==> src/rtl/qword_lsu.sv <==
module qword_lsu #(
  parameter int ADDR_W = 32,
  parameter logic [5:0] OP_LOAD  = 6'b011110,
  parameter logic [5:0] OP_STORE = 6'b011111
) (
  input  logic              clk,
  input  logic              rst_n,
  input  logic              req_valid,
  output logic              req_ready,
  input  logic [31:0]       instr,
  input  logic [ADDR_W-1:0] base_val,
  input  logic [127:0]      store_data,
  output logic              mem_valid,
  input  logic              mem_ready,
  output logic              mem_write,
  output logic [ADDR_W-1:0] mem_addr,
  output logic [63:0]       mem_wdata,
  input  logic [63:0]       mem_rdata,
  output logic              done,
  output logic              load_we,
  output logic [4:0]        load_rd,
  output logic [127:0]      load_data
);
  typedef enum logic [1:0] {S_IDLE, S_LO, S_HI, S_DONE} state_t;

  state_t            state;
  logic [ADDR_W-1:0] addr_q;
  logic [127:0]      wdata_q;
  logic              store_q;
  logic              wr_q;
  logic [4:0]        rt_q;

  logic [5:0]        op;
  logic [4:0]        rt;
  logic [ADDR_W-1:0] off_ext;
  logic [ADDR_W-1:0] eff;
  logic              is_ld, is_st, take;

  assign op      = instr[31:26];
  assign rt      = instr[20:16];
  assign off_ext = {{(ADDR_W-16){instr[15]}}, instr[15:0]};
  assign eff     = base_val + off_ext;
  assign is_ld   = (op == OP_LOAD);
  assign is_st   = (op == OP_STORE);
  assign take    = req_valid && req_ready;

  assign req_ready = (state == S_IDLE);
  assign mem_valid = (state == S_LO) || (state == S_HI);
  assign mem_write = store_q;
  assign mem_addr  = {addr_q[ADDR_W-1:4], (state == S_HI), 3'b000};
  assign mem_wdata = (state == S_HI) ? wdata_q[127:64] : wdata_q[63:0];
  assign done      = (state == S_DONE);
  assign load_we   = done && wr_q;
  assign load_rd   = rt_q;

  always_ff @(posedge clk) begin
    if (!rst_n) begin
      state     <= S_IDLE;
      addr_q    <= '0;
      wdata_q   <= '0;
      store_q   <= 1'b0;
      wr_q      <= 1'b0;
      rt_q      <= '0;
      load_data <= '0;
    end else begin
      case (state)
        S_IDLE: if (take && (is_ld || is_st)) begin
          addr_q  <= {eff[ADDR_W-1:4], 4'b0000};
          wdata_q <= store_data;
          store_q <= is_st;
          rt_q    <= rt;
          wr_q    <= is_ld && (rt != 5'd0);
          if (is_ld && rt == 5'd0) state <= S_DONE;
          else                     state <= S_LO;
        end
        S_LO: if (mem_ready) begin
          if (!store_q) load_data[63:0] <= mem_rdata;
          state <= S_HI;
        end
        S_HI: if (mem_ready) begin
          if (!store_q) load_data[127:64] <= mem_rdata;
          state <= S_DONE;
        end
        default: state <= S_IDLE;
      endcase
    end
  end

  a_r3_hi_follows_lo: assert property (@(posedge clk) disable iff (!rst_n)
    (mem_valid && mem_ready && !mem_addr[3]) |=> (mem_valid && mem_addr[3]));

  a_r7_done_after_hi: assert property (@(posedge clk) disable iff (!rst_n)
    (mem_valid && mem_ready && mem_addr[3]) |=> done);

  a_r2_aligned_addr: assert property (@(posedge clk) disable iff (!rst_n)
    mem_valid |-> (mem_addr[2:0] == 3'b000));

  a_r6_hold_on_stall: assert property (@(posedge clk) disable iff (!rst_n)
    (mem_valid && !mem_ready) |=> (mem_valid && $stable(mem_addr) && $stable(mem_wdata) && $stable(mem_write)));

  a_r7_done_pulse: assert property (@(posedge clk) disable iff (!rst_n)
    done |=> !done);

  a_r4_no_zero_write: assert property (@(posedge clk) disable iff (!rst_n)
    load_we |-> (load_rd != 5'd0 && done));

  a_r9_busy_not_ready: assert property (@(posedge clk) disable iff (!rst_n)
    (mem_valid || done) |-> !req_ready);
endmodule

==> config.mk <==
export PLATFORM = sky130hd
export DESIGN_NAME = qword_lsu
export DESIGN_NICKNAME = d
export VERILOG_FILES = /design/src/rtl/qword_lsu.sv
export SDC_FILE = /design/constraint.sdc
export NUM_CORES = 1
export LEC_CHECK = 0
export BUFFER_PORTS_ARGS = -buffer_cell sky130_fd_sc_hd__buf_2
export CAP_MARGIN = 20
export CELL_PAD_IN_SITES_DETAIL_PLACEMENT = 1
export CELL_PAD_IN_SITES_GLOBAL_PLACEMENT = 1
export CORE_MARGIN = 10
export CORE_UTILIZATION = 34
export CTS_BUF_LIST = sky130_fd_sc_hd__clkbuf_16
export DETAILED_ROUTE_END_ITERATION = 10
export PLACE_DENSITY = 0.84
export SLEW_MARGIN = 20
export SYNTH_ARGS = -nofsm -noshare
export SYNTH_HDL_FRONTEND = slang
export SYNTH_SLANG_ARGS = --single-unit
==> constraint.sdc <==
create_clock -name clk -period 3.3 [get_ports clk]
set_input_delay 0.33 -clock clk [delete_from_list [all_inputs] [get_ports clk]]
set_output_delay 0.33 -clock clk [all_outputs]
set_load 0.005 [all_outputs]
# Yosys cells after proc, flatten, opt, wreduce, memory -nomap -nowiden
# Cells that the tools add are included.
[classes]
add_sub_neg = 1
n_eq_ne = 8
muxes = 6
bitwise = 1
reduce_logical = 14
[op_table]
columns = ["cell", "n"]
rows = [
  ["two-way mux 64 bit", 1],
  ["adder 32 bit", 1],
  ["equality test 6 x 5 -> 1 bit, second input constant", 2],
  ["AND reduction 3 bit", 3],
  ["two-way mux 2 bit", 4],
  ["case mux 2 bit (3 select lines)", 1],
  ["logical AND 1 bit", 5],
  ["zero test 5 bit", 1],
  ["nonzero test 5 bit", 1],
  ["equality test 2 bit, second input constant", 2],
  ["!= test 2 bit, second input constant", 2],
  ["equality test 2 x 1 -> 1 bit, second input constant", 1],
  ["zero test 2 bit", 1],
  ["logical OR 1 bit", 2],
  ["!= test 2 x 1 -> 1 bit, second input constant", 1],
  ["AND reduction 2 bit", 1],
  ["NOT 1 bit", 1],
]
[word_totals]
reg_bits = 293
inputBits = 260
output_inout_bits = 234
elab_cells = 38

# Longest topological paths before layout
[logic_depth]
ltp_word = 5
ltp_mapped = 12
depth_no_buf = 10

# Worst setup path before layout
# No wires, ideal clock.
[synth_timing]
path_type = "input port to flip-flop"
startpoint = "input port instr[11]"
endpoint = "register addr_q[26]"
setup_time_ns = 0.070
t_arrival_ns = 2.460
required_ns = 3.230
slack_ns = 0.769
cell_stages = 9
cell_sequence = "ha_1 -> a21o_1 -> a21o_1 -> a221o_1 -> a21o_1 -> o211a_1 -> o21a_1 -> or3_1 -> a21oi_1"
[synth_between]
elab_chain_len = 1
[synth_rtl]
columns = ["item", "line_no", "text"]
rows = [
  ["start, declared", "10", "input logic [31:0] instr,"],
  ["adder 32 bit", "42", "assign eff = base_val + off_ext;"],
  ["end signal, assigned", "68", "addr_q <= {eff[ADDR_W-1:4], 4'b0000};"],
  ["end, declared", "27", "logic [ADDR_W-1:0] addr_q;"],
]
# No other way between the ends.
# A chain may end at the register's enable or synchronous reset.

# Worst setup path after layout
[layout_timing]
startpoint = "register state[0]"
endpoint = "register addr_q[23]"
[layout_between]
elab_chain_len = 4
[layout_rtl]
columns = ["item", "line_no", "text"]
rows = [
  ["start, declared", "26", "state_t state;"],
  ["start signal, assigned", "58", "state <= S_IDLE;"],
  ["start signal, assigned", "73", "if (is_ld && rt == 5'd0) state <= S_DONE;"],
  ["start signal, assigned", "74", "else state <= S_LO;"],
  ["zero test 2 bit *", "47, 66", ""],
  ["logical AND 1 bit", "45", "assign take = req_valid && req_ready;"],
  ["logical AND 1 bit", "67", "S_IDLE: if (take && (is_ld || is_st)) begin"],
  ["AND reduction 2 bit (no source line) *", "-", ""],
]
# Mark *: on every way between the ends. The rest lies on a longest branch, timed or not.

==> metrics.txt <==
status completed; postcts setup bufs 0; Die W 210 um; area post-placement 0.0151 mm^2; fillers 4507; routability congestion estimate 0.859; vias 12600; maximum fanout along the worst path 49; post-place setup slack 0.425 ns; Crit. End Element register; total CTS buffers 35; pwr dens 541 mW/mm^2; Final #Nets 2282; DRC Markers 0; Post-Route Skew 0.0169 ns; initial antenna violation count 12; Routed Antenna Nets 0; num ports 494; routed length per instance 19.9 um; DRT Pass-1 Iters 4; vias in the first global route 13400; Hold Path Origin store_data[100]; first-pass GRT wire length 75600 um; register bit total from synthesis 293; CP Launch Point state[0]$_SDFFE_PN0P_; cell area after layout 0.0162 mm^2; Reg clk slew, reported paths 0.06 ns; storage element area 0.00587 mm^2; Worst R2R Start state[0]$_SDFFE_PN0P_; average size of a mapped cell 7.90 um^2; unrepaired setup endpoints after global routing no; Worst Setup Path Type reg -> reg; Die H 210 um; IO Port Bufs 485; DIE AREA 0.0440 mm^2; max cap viols 0; Placeable Area 0.0356 mm^2; post-synth top area cell dfxtp_1; floorplan row count 69; EDFF count, synth 0; Hold WS 0.0410 ns; Final Worst Setup Slack 0.693 ns; CTS root buf clkbuf_16; Reg2Reg Setup Slack 0.69 ns; maximum vdd drop 0.000428 V; total track usage 0.213; YS warnings 0; post-CTS sizing 0; Hold Buf Count CTS 1; via density per instance 5.07; Mapped Cells 1551; Synth cell types 51; CTS Buffer Depth 3; Slew Viols, Final 0; share of the synthesized area in the top cell type 0.479; ys flop type dfxtp_1; Post-Syn Area 0.0123 mm^2; CTS tree yes; Final Critical Period 2.61 ns; WP data required 3.74 ns; Final period util 0.790; worst skew pair latency 0.52 ns; total wire length 49400 um; H-tree levels 2; Area Growth Syn to Fin 32.4%; Slew HR 0.481; Detailed Place HPWL 36800 um; Hold Violations, Final 0; Worst Max-Slew Pin Slew 0.778 ns; Startpoint Class register; Post-synth ARST share 0; initial DRC count 601; Lkg Pwr 7.06 nW; layout cells sized above 1 0.314; leading post-synthesis cells by cell area dfxtp_1 48%, nand2_1 17%, a21oi_1 12%; grt ovf 0; Setup TNS Final 0 ns; Multi-input gate area 0.00596 mm^2; largest net degree at the start of global routing 131; Worst Path Arrival 3.05 ns; sequential-to-total area share from yosys stat 0.479; initial core utilization 0.344; max frequency 384 MHz; Tightest Hold Check Type in -> reg; clk sinks 293; final setup violating endpoints 0
cell type report:
class,count,area share
clock buffers,36,0.0556
multi-input cells,1143,0.368
repair buffers,508,0.164
diodes,7,0.00108
well taps,461,0.0356
clock inverters,26,0.0128
inverters,7,0.00208
flip-flops and latches,293,0.362
metrics by stage:
stage                util  total power, mW  cells
floorplan               -             4.50   1553
global placement    0.424             5.04   2411
detailed placement  0.424             5.10   2411
CTS                 0.455             8.88   2474
global route        0.456             9.18   2479
finish              0.456             8.77   2481
path summary, 6_finish.rpt:
kind                           endpoint  cells after the start
max             addr_q[23]$_SDFFE_PN0P_                      9
min           wdata_q[100]$_SDFFE_PN0P_                      3
min reg2reg  load_data[53]$_SDFFE_PN0P_                      2
max reg2reg     addr_q[23]$_SDFFE_PN0P_                      9
metal layers:
layer  vias to the layer above  wire (um)  global-route usage
met3                        86       3370              0.0601
met4                        12       1410              0.0757
met2                       363      25000               0.375
met1                      6072      19600               0.240
met5                         -         66                   0
li1                       6047          -                   -
critical path, cell delays in order, from the launching register on:
cell and delay [ns]:
dfxtp_1 0.32, inv_1 0.11, ha_1 0.27, nand2_1 0.10, nor2_1 0.24, nand2_1 0.18
or2_4 0.46, a2111oi_0 0.50, nand2_1 0.13, a31oi_1 0.14
registers in the layout, summed over array words and instances, names as in the netlist:
| name | count |
|---|---|
| load_data | 128 |
| wdata_q | 128 |
| addr_q | 28 |
| load_rd | 5 |
| state | 2 |
| mem_write | 1 |
| wr_q | 1 |
synth_stat cells (2+ instances only):
library cell	instances
a2111oi_0	2
o21bai_1	2
or3_1	7
buf_4	3
nor2_1	28
ha_1	34
o21a_1	5
nand2b_1	2
nand3_1	10
a22o_1	2
buf_1	15
o211ai_1	6
a211oi_1	6
and3_1	4
inv_1	7
a21oi_1	300
nor3_1	7
nand4_1	6
nand3b_1	2
and2_1	7
mux2_2	64
o21ai_1	4
a211o_1	2
o21ai_0	8
xnor2_1	9
clkbuf_1	92
or2_2	3
a31oi_1	3
dfxtp_1	293
xor2_1	8
a31o_2	2
nand2_1	566
a221oi_1	2
nor2b_1	3
a21o_1	21
cell families (layout without fill, tap and decap cells):
group | Yosys count | after routing | share of synthesized area
compound gates | 374 | 374 | 0.168
mux | 65 | 65 | 0.0596
xor+xnor | 17 | 17 | 0.0122
other cells | 1 | 10 | 0.000306
fa+ha+maj | 34 | 34 | 0.0347
flops | 293 | 293 | 0.479
buf+inv | 117 | 577 | 0.0368
simple gates | 650 | 650 | 0.210
where the power goes:
part / switching (mW) / internal (mW) / leakage, nW
clock network: 1.54 / 2.21 / 0.556
registers: 0.0720 / 3.68 / 2.36
logic: 0.783 / 0.491 / 4.14
total: 2.39 / 6.38 / 7.06
placed cells by master, fill, tap and decap left out, types with 8 or more instances in the layout:
cell type  instances
clkbuf_16         36
nand3_1           10
nor2_1            27
clkinv_1          11
nand2_1          564
ha_1              33
a21o_1            21
inv_1             10
a21oi_1          300
buf_2            485
o21ai_0            8
xnor2_1            9
buf_4             18
dfxtp_1          293
xor2_1             8
mux2_2            64
No activity file was read; power rests on OpenSTA's default activity.
